### src/rtl/lwu_pkg.sv
package lwu_pkg;

  typedef enum logic [1:0] {
    DRV_PUSHPULL = 2'd0,
    DRV_HIGHSIDE = 2'd1,
    DRV_LOWSIDE  = 2'd2,
    DRV_PP_ALT   = 2'd3
  } drvMode_e;

  // strobes from the control to the datapath
  typedef struct packed {
    logic cntClr;
    logic cntInc;
    logic fire;
  } lwuStrobe_t;

endpackage

### src/rtl/lwu_datapath.sv
module lwu_datapath
  import lwu_pkg::*;
#(
  parameter int CLK_MHZ        = 250,
  parameter int QUAL_US        = 80,
  parameter int PULSE_US       = 200,
  parameter int BLANK_BASE_US  = 64,
  parameter int PIN_BLANK_CODE = 1
) (
  input  logic       clk,
  input  logic       rst,
  input  lwuStrobe_t strobe,
  input  logic       regMode,
  input  logic [1:0] blankSel,
  output logic       qualHit,
  output logic       pulseActive,
  output logic       wuPulseN
);

  localparam int NUM_CODES  = 4;
  localparam int MAX_TARGET = ((BLANK_BASE_US << (NUM_CODES - 1)) + QUAL_US) * CLK_MHZ;
  localparam int CNT_W      = $clog2(MAX_TARGET + 1);
  localparam int PULSE_CYC  = PULSE_US * CLK_MHZ;
  localparam int PW         = $clog2(PULSE_CYC + 1);

  logic [CNT_W-1:0] targetTab [NUM_CODES];
  logic [CNT_W-1:0] shortCnt;
  logic [PW-1:0]    pulseLeft;
  logic [1:0]       blankCode;

  // last count value before qualification, one entry per blanking code
  for (genvar g = 0; g < NUM_CODES; g++) begin : g_target
    assign targetTab[g] = CNT_W'(((BLANK_BASE_US << g) + QUAL_US) * CLK_MHZ - 1);
  end

  assign blankCode = regMode ? blankSel : 2'(PIN_BLANK_CODE);
  assign qualHit   = shortCnt >= targetTab[blankCode];

  always_ff @(posedge clk) begin
    if (rst || strobe.cntClr) begin
      shortCnt <= '0;
    end else if (strobe.cntInc) begin
      shortCnt <= shortCnt + CNT_W'(1);
    end
  end

  always_ff @(posedge clk) begin
    if (rst) begin
      pulseLeft <= '0;
    end else if (strobe.fire) begin
      pulseLeft <= PW'(PULSE_CYC);
    end else if (pulseLeft != '0) begin
      pulseLeft <= pulseLeft - PW'(1);
    end
  end

  assign pulseActive = pulseLeft != '0;
  assign wuPulseN    = ~pulseActive;

endmodule

### src/rtl/lwu_ctrl.sv
module lwu_ctrl
  import lwu_pkg::*;
(
  input  logic       clk,
  input  logic       rst,
  input  logic [1:0] lineShort,
  input  logic [1:0] drvMode,
  input  logic       regMode,
  input  logic       wuDis,
  input  logic       qualHit,
  input  logic       pulseActive,
  output lwuStrobe_t strobe,
  output logic       irqEvt
);

  logic effShort;
  logic detectOn;
  logic armed;
  logic live;
  logic hit;

  always_comb begin
    unique case (drvMode_e'(drvMode))
      DRV_HIGHSIDE: effShort = lineShort[0];
      DRV_LOWSIDE:  effShort = lineShort[1];
      default:      effShort = |lineShort;
    endcase
  end

  assign detectOn = ~(regMode & wuDis);
  assign live     = effShort & detectOn & armed;
  assign hit      = live & qualHit;

  assign strobe.fire   = hit & ~pulseActive;
  assign strobe.cntInc = live & ~qualHit;
  assign strobe.cntClr = ~live | qualHit;

  // re-arm only once the short has gone away
  always_ff @(posedge clk) begin
    if (rst || !effShort) begin
      armed <= 1'b1;
    end else if (hit) begin
      armed <= 1'b0;
    end
  end

  always_ff @(posedge clk) begin
    if (rst) begin
      irqEvt <= 1'b0;
    end else begin
      irqEvt <= strobe.fire & regMode;
    end
  end

endmodule

### src/rtl/lwu_detector.sv
module lwu_detector
  import lwu_pkg::*;
#(
  parameter int CLK_MHZ        = 250,
  parameter int QUAL_US        = 80,
  parameter int PULSE_US       = 200,
  parameter int BLANK_BASE_US  = 64,
  parameter int PIN_BLANK_CODE = 1
) (
  input  logic       clk,
  input  logic       rst,
  input  logic [1:0] lineShort,
  input  logic [1:0] drvMode,
  input  logic       regMode,
  input  logic [1:0] blankSel,
  input  logic       wuDis,
  output logic       wuPulseN,
  output logic       irqEvt
);

  lwuStrobe_t strobe;
  logic       qualHit;
  logic       pulseActive;

  lwu_ctrl u_ctrl (
    .clk         (clk),
    .rst         (rst),
    .lineShort   (lineShort),
    .drvMode     (drvMode),
    .regMode     (regMode),
    .wuDis       (wuDis),
    .qualHit     (qualHit),
    .pulseActive (pulseActive),
    .strobe      (strobe),
    .irqEvt      (irqEvt)
  );

  lwu_datapath #(
    .CLK_MHZ        (CLK_MHZ),
    .QUAL_US        (QUAL_US),
    .PULSE_US       (PULSE_US),
    .BLANK_BASE_US  (BLANK_BASE_US),
    .PIN_BLANK_CODE (PIN_BLANK_CODE)
  ) u_dp (
    .clk         (clk),
    .rst         (rst),
    .strobe      (strobe),
    .regMode     (regMode),
    .blankSel    (blankSel),
    .qualHit     (qualHit),
    .pulseActive (pulseActive),
    .wuPulseN    (wuPulseN)
  );

endmodule

### config.mk
export PLATFORM = sky130hd
export DESIGN_NAME = lwu_detector
export DESIGN_NICKNAME = d
export VERILOG_FILES = /design/src/rtl/lwu_pkg.sv /design/src/rtl/lwu_datapath.sv /design/src/rtl/lwu_ctrl.sv /design/src/rtl/lwu_detector.sv
export SDC_FILE = /design/constraint.sdc
export NUM_CORES = 1
export LEC_CHECK = 0
export ABC_AREA = 1
export BUFFER_PORTS_ARGS = -buffer_cell sky130_fd_sc_hd__buf_2
export CORE_MARGIN = 2
export CORE_UTILIZATION = 35
export CTS_CLUSTER_DIAMETER = 120
export DETAILED_ROUTE_END_ITERATION = 8
export PLACE_DENSITY = 0.55
export REMOVE_ABC_BUFFERS = 1
export SYNTH_ARGS = -nofsm -noshare
export SYNTH_HDL_FRONTEND = slang
export SYNTH_SLANG_ARGS = --single-unit
### constraint.sdc
create_clock -name clk -period 2.9 [get_ports clk]
set_clock_uncertainty 0.05 [all_clocks]
set_input_delay 0.29 -clock clk [delete_from_list [all_inputs] [get_ports clk]]
set_output_delay 0.29 -clock clk [all_outputs]
set_load 0.005 [all_outputs]
# Word-level counts from Yosys, hierarchy flattened
# Index checks and enable logic that the tools add are counted.
[classes] add_sub_neg=2 mux=7 reduce_logical=7 n_bitwise=13 eq_ne=2 order_cmp=2
[ops] cell="18-bit binary-select mux with 2-bit select" n=1
[ops] cell="18-bit two-way mux" n=2
[ops] cell="16-bit two-way mux" n=2
[ops] cell="18-bit by 1-bit adder with 18-bit output (second input constant)" n=1
[ops] cell="18-bit greater-or-equal comparator" n=1
[ops] cell="16-bit nonzero test" n=1
[ops] cell="16-bit by 1-bit subtractor with 16-bit output (second input constant)" n=1
[ops] cell="1-bit bitwise AND" n=7
[ops] cell="1-bit NOT" n=4
[ops] cell="2-bit OR reduction" n=2
[ops] cell="3-bit greater-or-equal comparator (second input constant)" n=1
[ops] cell="2-bit NOT with 3-bit output" n=1
[ops] cell="2-bit by 1-bit == test with 1-bit output (second input constant)" n=1
[ops] cell="2-bit == test (second input constant)" n=1
[ops] cell="1-bit logical OR" n=2
[ops] cell="2-bit two-way mux" n=1
[ops] cell="1-bit one-hot mux with 2 select lines" n=1
[ops] cell="2-bit nonzero test" n=1
[ops] cell="1-bit logical NOT" n=1
[ops] cell="1-bit bitwise OR" n=1
[word_totals] out_inout_bits=2 ff_bits=36 word_cells=38 input_bits=10

# Depth between registers and ports, before layout
# Gate-level depths: netlist of the first run.
[logic_depth] ltp_word=9 mapped_depth=15 ltp_nobuf=14

# Modules after synthesis
# Synthesis of the first run repeated with hierarchy kept, for this count alone.
[unflattened] hier_cells=329 area_unflattened_um2=2243.4
[by_module_without_submodules] module="lwu_datapath" area_per_inst_um2=2049.5 cells_per_inst=303 seq_area_each_um2=680.7 instances=1
[by_module_without_submodules] module="lwu_ctrl" area_per_inst_um2=193.9 cells_per_inst=26 seq_area_each_um2=40.0 instances=1

# Least setup slack after synthesis of the first run
# No wires, ideal clock.
[synth_timing] path_type="input to register" start="input port regMode" end="register u_dp.shortCnt[5]" setup_ns=0.064 path_slack_ns=1.085 n_path_buf=1 cell_stages=15 arrival_time_ns=1.702 required_ns=2.786 cell_sequence="inv_1 -> nor2_1 -> nand2_1 -> inv_1 -> ha_1 -> nand2_1 -> nor2_1 -> inv_1 -> nor2_1 -> nor2_2 -> nand3_2 -> nor2_2 -> nand2_4 -> buf_6 -> nor2_1"
[synth_between] elab_chain_cells=8
[synth_lines] element="start: declaration" line="lwu_detector.sv:14" text="input logic regMode,"
[synth_lines] element="2-bit two-way mux" line="lwu_datapath.sv:36" text="assign blankCode = regMode ? blankSel : 2'(PIN_BLANK_CODE);"
[synth_lines] element="2-bit NOT with 3-bit output (implied by the code)" line="lwu_datapath.sv:37" text="assign qualHit = shortCnt >= targetTab[blankCode];"
[synth_lines] element="18-bit binary-select mux with 2-bit select" line="lwu_datapath.sv:37"
[synth_lines] element="18-bit two-way mux (implied by the code) (2 in series)" line="lwu_datapath.sv:37"
[synth_lines] element="18-bit greater-or-equal comparator" line="lwu_datapath.sv:37"
[synth_lines] element="1-bit bitwise OR or 1-bit NOT (tied branches)" line="lwu_ctrl.sv:36, lwu_ctrl.sv:35"
[synth_lines] element="1-bit logical OR or 1-bit bitwise AND (tied branches)" line="lwu_datapath.sv:40, lwu_ctrl.sv:35"
[synth_lines] element="end signal: assignment" line="lwu_datapath.sv:43" text="shortCnt <= shortCnt + CNT_W'(1);"
[synth_lines] element="end: declaration" line="lwu_datapath.sv:27" text="logic [CNT_W-1:0] shortCnt;"
# Several ways; a longest one is shown, not always the timed one. The select of a mux whose other input is x is not followed.
# A chain may end at the register's enable or synchronous reset.

# Worst setup path in the final report of the first run
[layout_timing] start="register u_dp.pulseLeft[0]" end="output port wuPulseN"
[layout_between] elab_chain_cells=2
[layout_lines] element="start: declaration" line="lwu_datapath.sv:28" text="logic [PW-1:0] pulseLeft;"
[layout_lines] element="start signal: assignment" line="lwu_datapath.sv:51" text="pulseLeft <= PW'(PULSE_CYC);"
[layout_lines] element="start signal: assignment" line="lwu_datapath.sv:53" text="pulseLeft <= pulseLeft - PW'(1);"
[layout_lines] element="16-bit nonzero test" line="lwu_datapath.sv:57" text="assign pulseActive = pulseLeft != '0;"
[layout_lines] element="1-bit NOT" line="lwu_datapath.sv:58" text="assign wuPulseN = ~pulseActive;"
[layout_lines] element="end: declaration" line="lwu_detector.sv:17" text="output logic wuPulseN,"
# No other way between the ends.

==> results of run 1 <==
==> critical path, cell delays in order, from the launching register on <==
cell and delay [ns]:
dfxtp_1 0.32, inv_1 0.12, ha_1 0.24, nand2_2 0.11, nor2_1 0.16, nand3_2 0.12, nor2_4 0.17, buf_2 0.15
==> cell families after synthesis <==
logic type	count (synthesis)	synth area share, %
AO/OA/AOI/OAI	13	2.94
flip-flops	36	32.5
AND/OR/NAND/NOR	181	37.8
adder cells (fa/ha/maj)	13	7.34
buffers and inverters	44	7.91
XOR/XNOR	29	11.5
==> flip-flops by register name (all words and copies together), names as in the netlist <==
name            cells
u_ctrl.armed        1
u_ctrl.irqEvt       1
u_dp.pulseLeft     16
u_dp.shortCnt      18
==> metrics by stage <==
step	cells	instance area (µm²)	utilization, %	worst slack, ns	total power [mW]
2_1_floorplan	313	2190	-	1.14	1.15
3_3_place_gp	399	2340	38.9	0.756	1.27
3_5_place_dp	399	2340	38.9	0.684	1.26
4_1_cts	407	2500	41.5	0.856	1.90
5_1_grt	407	2500	41.5	0.754	2.01
6_report	407	2500	41.5	0.884	1.88
==> power breakdown <==
group	leakage (nW)	switching (mW)	internal [mW]
clock	0.0784	0.188	0.430
combinational	0.773	0.396	0.249
sequential	0.293	0.0559	0.558
==> final cells by class <==
cell class / count / area [µm²] / area share (%)
clock buffer: 5 / 68.8 / 2.75
timing repair buffer: 11 / 55.1 / 2.20
tap: 75 / 93.8 / 3.75
sequential: 36 / 721 / 28.8
multi-input combinational: 236 / 1320 / 52.7
clock inverter: 3 / 90.1 / 3.60
inverter: 41 / 154 / 6.15
==> how the worst min path moves through the flow <==
stage / endpoint / slack [ns] / cells past startpoint
2_1_floorplan: u_dp.pulseLeft[14] / 0.31 / 1
3_3_place_gp: u_ctrl.armed / 0.38 / 2
3_5_place_dp: u_ctrl.armed / 0.40 / 2
4_1_cts: u_ctrl.irqEvt / 0.24 / 3
5_1_grt: u_ctrl.irqEvt / 0.25 / 3
6_report: u_dp.pulseLeft[9] / 0.24 / 2
==> metal layers <==
layer | vias up | wire length [µm] | GRT usage [%]
met1 | 795 | 2460 | 19.6
met2 | 21 | 1760 | 20.1
met3 | 9 | 119 | 2.97
li1 | 999 | - | -
met5 | - | 0 | 0
met4 | 0 | 84 | 4.84
==> cell usage in the layout (no fill, tap or decap), drive strengths merged <==
cell | synthesis | final
nor2 | 77 | 77
nand2 | 76 | 76
inv | 41 | 41
dfxtp | 36 | 36
xor2 | 21 | 21
ha | 13 | 13
nand3 | 12 | 12
buf | 3 | 11
a21oi | 10 | 10
xnor2 | 8 | 8
nor3 | 7 | 7
nand4 | 6 | 6
clkbuf | 0 | 5
o21ai | 3 | 3
bufinv | 0 | 3
nand3b | 2 | 2
or2 | 1 | 1
==> metrics.md, run 1 <==
| Metric | Value |
|---|---|
| RSZ-0062 raised after global routing | false |
| Via density | between 4 and 5 |
| Fraction of registers with async set/reset | 0% |
| Leakage | about 1.1 nW |
| Drt initial violations | 68 |
| Antenna viol nets, final | 0 |
| R2R Setup Slk | between 1 and 1.5 ns |
| Top Ports | 12 |
| Avg Cell Area, Syn | around 7 µm² |
| WS Path Type | flop to primary output |
| Max Transition Viols Final | 0 |
| Avg WL per Cell | ~11 µm |
| Worst min path class | input pin to flop |
| Fin crit share | 69.5% |
| Synth warnings | 0 |
| EDFF count, synth | 0 |
| Placer Congestion | about 0.84 |
| Slew margin rel. | between 70% and 80% |
| Ant. Diodes | 0 |
| CP max FO | 4 |
| Hpwl dp | roughly 3.4 mm |
| Via count of the first global-routing pass | 1756 |
| Share of layout cells above drive strength 1 | between 10 and 15% |
| Main synth FF type | dfxtp_1 |
| Die width | 83.5 µm |
| HP Start | rst |
| Worst reg2reg path depth | 10 |
| Final hold vios | 0 |
| R2r endpoint | u_dp.shortCnt[16] |
| Post-cts resize count | 0 |
| Leading post-synthesis cells by cell area | dfxtp_1, nand2_1, nor2_1 |
| Final setup viols | 0 |
| Most frequent cells after synthesis | nand2_1, nor2_1, inv_1 |
| Critical Path Sink | wuPulseN |
| Core area | around 6000 µm² |
| Initial antenna violation count | 0 |
| Overall Global Routing Usage | between 10% and 20% |
| Sequential fraction of the synthesis area | approximately a third |
| Final Hold Slack | between 0.2 and 0.25 ns |
| Clock Latency Late Sink | roughly 0.29 ns |
| Worst Setup SP | u_dp.pulseLeft[0] |
| Die height | about 84 µm |
| Clock sink total | 36 |
| Synth Cell Area | ~2200 µm² |
| DRT Pass-1 Iters | 4 |
| Core Rows | 28 |
| Synth area leader | dfxtp_1 |
| Routed WL | between 4 and 5 mm |
| H-tree depth | 2 |
| Worst Path Arrival | ~1.7 ns |
| Starting density of the core | 36.8% |
| CTS buffer count | 5 |
| Routed vias | ~1800 |
| Critical Path RT | ~2.6 ns |
| Flip-flop and latch count after synthesis | 36 |
| Area grow syn2layout | 12.9% |
| Worst reg2reg path startpoint | u_dp.shortCnt[8] |
| IO Port Bufs | 11 |
| Status | complete, no violations |
| Nets | roughly 350 |
| Pwr Density | 750 nW/µm² |
| CTS tree | done |
| First-pass GRT wire length | between 7 and 8 mm |
| Cts hold-fix bufs | 0 |
| Tmin final | 2.02 ns |
| Clk pin slew, worst setup/hold paths | 0.08 ns |
| Top-area cell type share of the netlist area | roughly a third |
| Slew @ Worst Pin | between 0.4 and 0.5 ns |
| Top-count cell post-synth | nand2_1 |
| Max Root-Sink Buffers | 2 |
| Yosys cell types | 25 |
| Setup Buffers After CTS | 0 |
| Startpoint Class | flop |
| Fmax | a little under 0.5 GHz |
| Layout fillers | ~650 |
| Max-Cap Viols | 0 |
| Worst ir drop on vdd | 0.334 mV |
| Pin count of the biggest net entering global routing | 19 |
| Root buf cell | clkbuf_8 |
| Post-route DRC | 0 |
| Setup TNS | 0 ns |
| GRT overflow | 0 |
| Mapped Cells | 316 |
| CP Capture Type | primary output |
| Die area | about 7000 µm² |
No activity file was read; power rests on OpenSTA's default activity.
==> run 2: changes to the inputs <==
Clock period 2.9 ns to 1.9 ns, I/O delays scaled along.
==> run 2 against run 1 <==
Compared with the run above:
- hold slack worse by 0.080 ns
- flip-flop and latch count unchanged
- total power up 36%
- critical endpoint unchanged
- clock-buffer cell count up 1
- combinational power up 69%
- final cell count up 4.7%
- largest power group unchanged
- global-route usage about the same
- sequential power up 53%
- via count up 4.7%
- critical path type unchanged
- die area unchanged
==> metrics.md, run 2 (synthesis results as in run 1) <==
| Metric | Value |
|---|---|
| Ant. Diodes | 0 |
| Clock Latency Late Sink | just under 0.3 ns |
| Via density | approximately 4.5 |
| Worst Path Arrival | 1.54 ns |
| Post-Layout Inst Area | ~2700 µm² |
| Worst reg2reg path depth | 7 |
| CP Cell Sequence | inv_2, ha_2, nand2_2, nor2_1, nand3_2, nor2_4, buf_2 |
| Startpoint Class | flop |
| DRT Pass-1 Iters | 4 |
| Most frequent cells in the layout | nand2_1, nor2_1, inv_1 |
| Worst min path class | input pin to flop |
| Finished Layout Cells | between 400 and 500 |
| Wl on met1 | about 2.7 mm |
| Core area | between 6000 and 7000 µm² |
| Biggest register | u_dp.shortCnt |
| Routed WL | about 5 mm |
| Crit-path leading delay family | simple AND/OR/NAND/NOR gates |
| Pin count of the biggest net entering global routing | 19 |
| Final core occ | 44.5% |
| DP Area | ~2400 µm² |
| Clock sink total | 36 |
| Max Transition Viols Final | 0 |
| Status | complete, no violations |
| Initial antenna violation count | 0 |
| CTS tree | done |
| Slowest stage delay, CP | approximately 0.32 ns |
| WS Path Type | flop to primary output |
| Die width | 83.5 µm |
| Leakage | between 1 and 1.5 nW |
| CP max FO | 4 |
| Die height | 83.5 µm |
| Pwr Density | between 900 and 1000 nW/µm² |
| Top Ports | 12 |
| Critical Path RT | 1.66 ns |
| Worst path depth | 7 |
| Placed Cells | roughly 410 |
| Nets | 374 |
| Slowest stage cell, crit path | dfxtp_1 |
| Top layer in use | met4 |
| Setup TNS | 0 ns |
| Root buf cell | clkbuf_8 |
| Routed vias | roughly 1900 |
| Avg WL per Cell | 11.7 µm |
| Max-Cap Viols | 0 |
| Fin crit share | a little over nine tenths |
| H-tree depth | 2 |
| Core Rows | 28 |
| Met3 routed WL | ~170 µm |
| Starting density of the core | roughly 37% |
| Most common cell after layout, fill and taps aside | nand2_1 |
| Max Root-Sink Buffers | 2 |
| Antenna viol nets, final | 0 |
| Clk pin slew, worst setup/hold paths | around 0.07 ns |
| Max FFs per register | 18 |
| Total buffers and inverters traversed by the critical path | 2 |
| R2R Setup Slk | approximately 0.14 ns |
| CTS buffer count | 5 |
| Drt initial violations | between 60 and 70 |
| Slew margin rel. | a little under three fifths |
| Met2 WL | ~2.1 mm |
| Final setup viols | 0 |
| Post-route DRC | 0 |
| Worst Setup SP | u_dp.pulseLeft[0] |
| GRT overflow | 0 |
| Final hold vios | 0 |
| First-pass GRT wire length | roughly 7.8 mm |
| Area grow syn2layout | 21.0% |
| Top Registers | u_dp.shortCnt (18), u_dp.pulseLeft (16) |
| Overall Global Routing Usage | about 14% |
| Hpwl dp | ~3.5 mm |
| Fmax | about 0.56 GHz |
| Via count of the first global-routing pass | approximately 1700 |
| R2r endpoint | u_dp.shortCnt[16] |
| Placer Congestion | ~0.8 |
| Die area | 6980 µm² |
| IO Port Bufs | 11 |
| Slew @ Worst Pin | ~0.66 ns |
| Power Total | approximately 2.6 mW |
| Tmin final | between 1.5 and 2 ns |
| Share of layout cells above drive strength 1 | between 20% and 30% |
| RSZ-0062 raised after global routing | true |
| Worst reg2reg path startpoint | u_dp.shortCnt[1] |
| CP Capture Type | primary output |
| Critical Path Sink | wuPulseN |
| Worst ir drop on vdd | just over 0.4 mV |
## run 2: routing by layer
metal  global-route usage [%]  vias to the layer above
met2                     19.6                       32
met5                        0                        -
met3                     3.07                        6
met1                     20.0                      829
met4                     4.84                        0
li1                         -                     1042
## run 2: worst reg2reg max path, cell delays in order (launching register included)
cell and delay (ns):
dfxtp_1 0.36, ha_1 0.23, nand3_2 0.13, nor3_4 0.26
nand3_1 0.17, nor2_1 0.15, xor2_1 0.25, nor2_4 0.06
## run 2: per-stage QoR
| stage | hold slack [ns] | setup slack, ns |
|---|---|---|
| global placement | 0.383 | -0.121 |
| floorplan | 0.209 | 0.240 |
| CTS | 0.138 | 0.0510 |
| detailed placement | 0.389 | -0.225 |
| finish | 0.164 | 0.119 |
| global route | 0.163 | -0.0380 |
## run 2: cell type report
type / count / area (µm²)
fill: 649 / 3350
multi-input combinational: 240 / 1450
sequential: 36 / 723
timing repair buffer: 27 / 179
inverter: 41 / 154
tap: 75 / 93.8
clock buffer: 6 / 72.6
clock inverter: 1 / 5.00
## run 2: what timing repair did
| action | CTS | global route |
|---|---|---|
| gates cloned | 0 | 4 |
| pin swaps | 1 | 9 |
| hold endpoints to repair | 0 | 0 |
| resized for setup | 0 | 30 |
| hold buffers | 0 | 0 |
| setup endpoints to repair | 1 | 36 |
| setup buffers | 2 | 4 |
## run 2: how the worst min path moves through the flow
stage / startpoint / to / slack, ns / cells after the start
2_1_floorplan: rst / u_dp.pulseLeft[14] / 0.21 / 1
3_3_place_gp: u_ctrl.armed / u_ctrl.armed / 0.38 / 2
3_5_place_dp: u_ctrl.armed / u_ctrl.armed / 0.39 / 2
4_1_cts: rst / u_dp.pulseLeft[8] / 0.14 / 2
5_1_grt: rst / u_dp.pulseLeft[15] / 0.16 / 2
6_report: rst / u_dp.pulseLeft[8] / 0.16 / 2
## run 2: report_power, final
part / leakage, nW / switching [mW] / internal [mW] / total [mW]
logic: 0.874 / 0.642 / 0.449 / 1.09
clock network: 0.0410 / 0.270 / 0.249 / 0.520
registers: 0.294 / 0.0877 / 0.852 / 0.940
total: 1.21 / 1.00 / 1.55 / 2.55
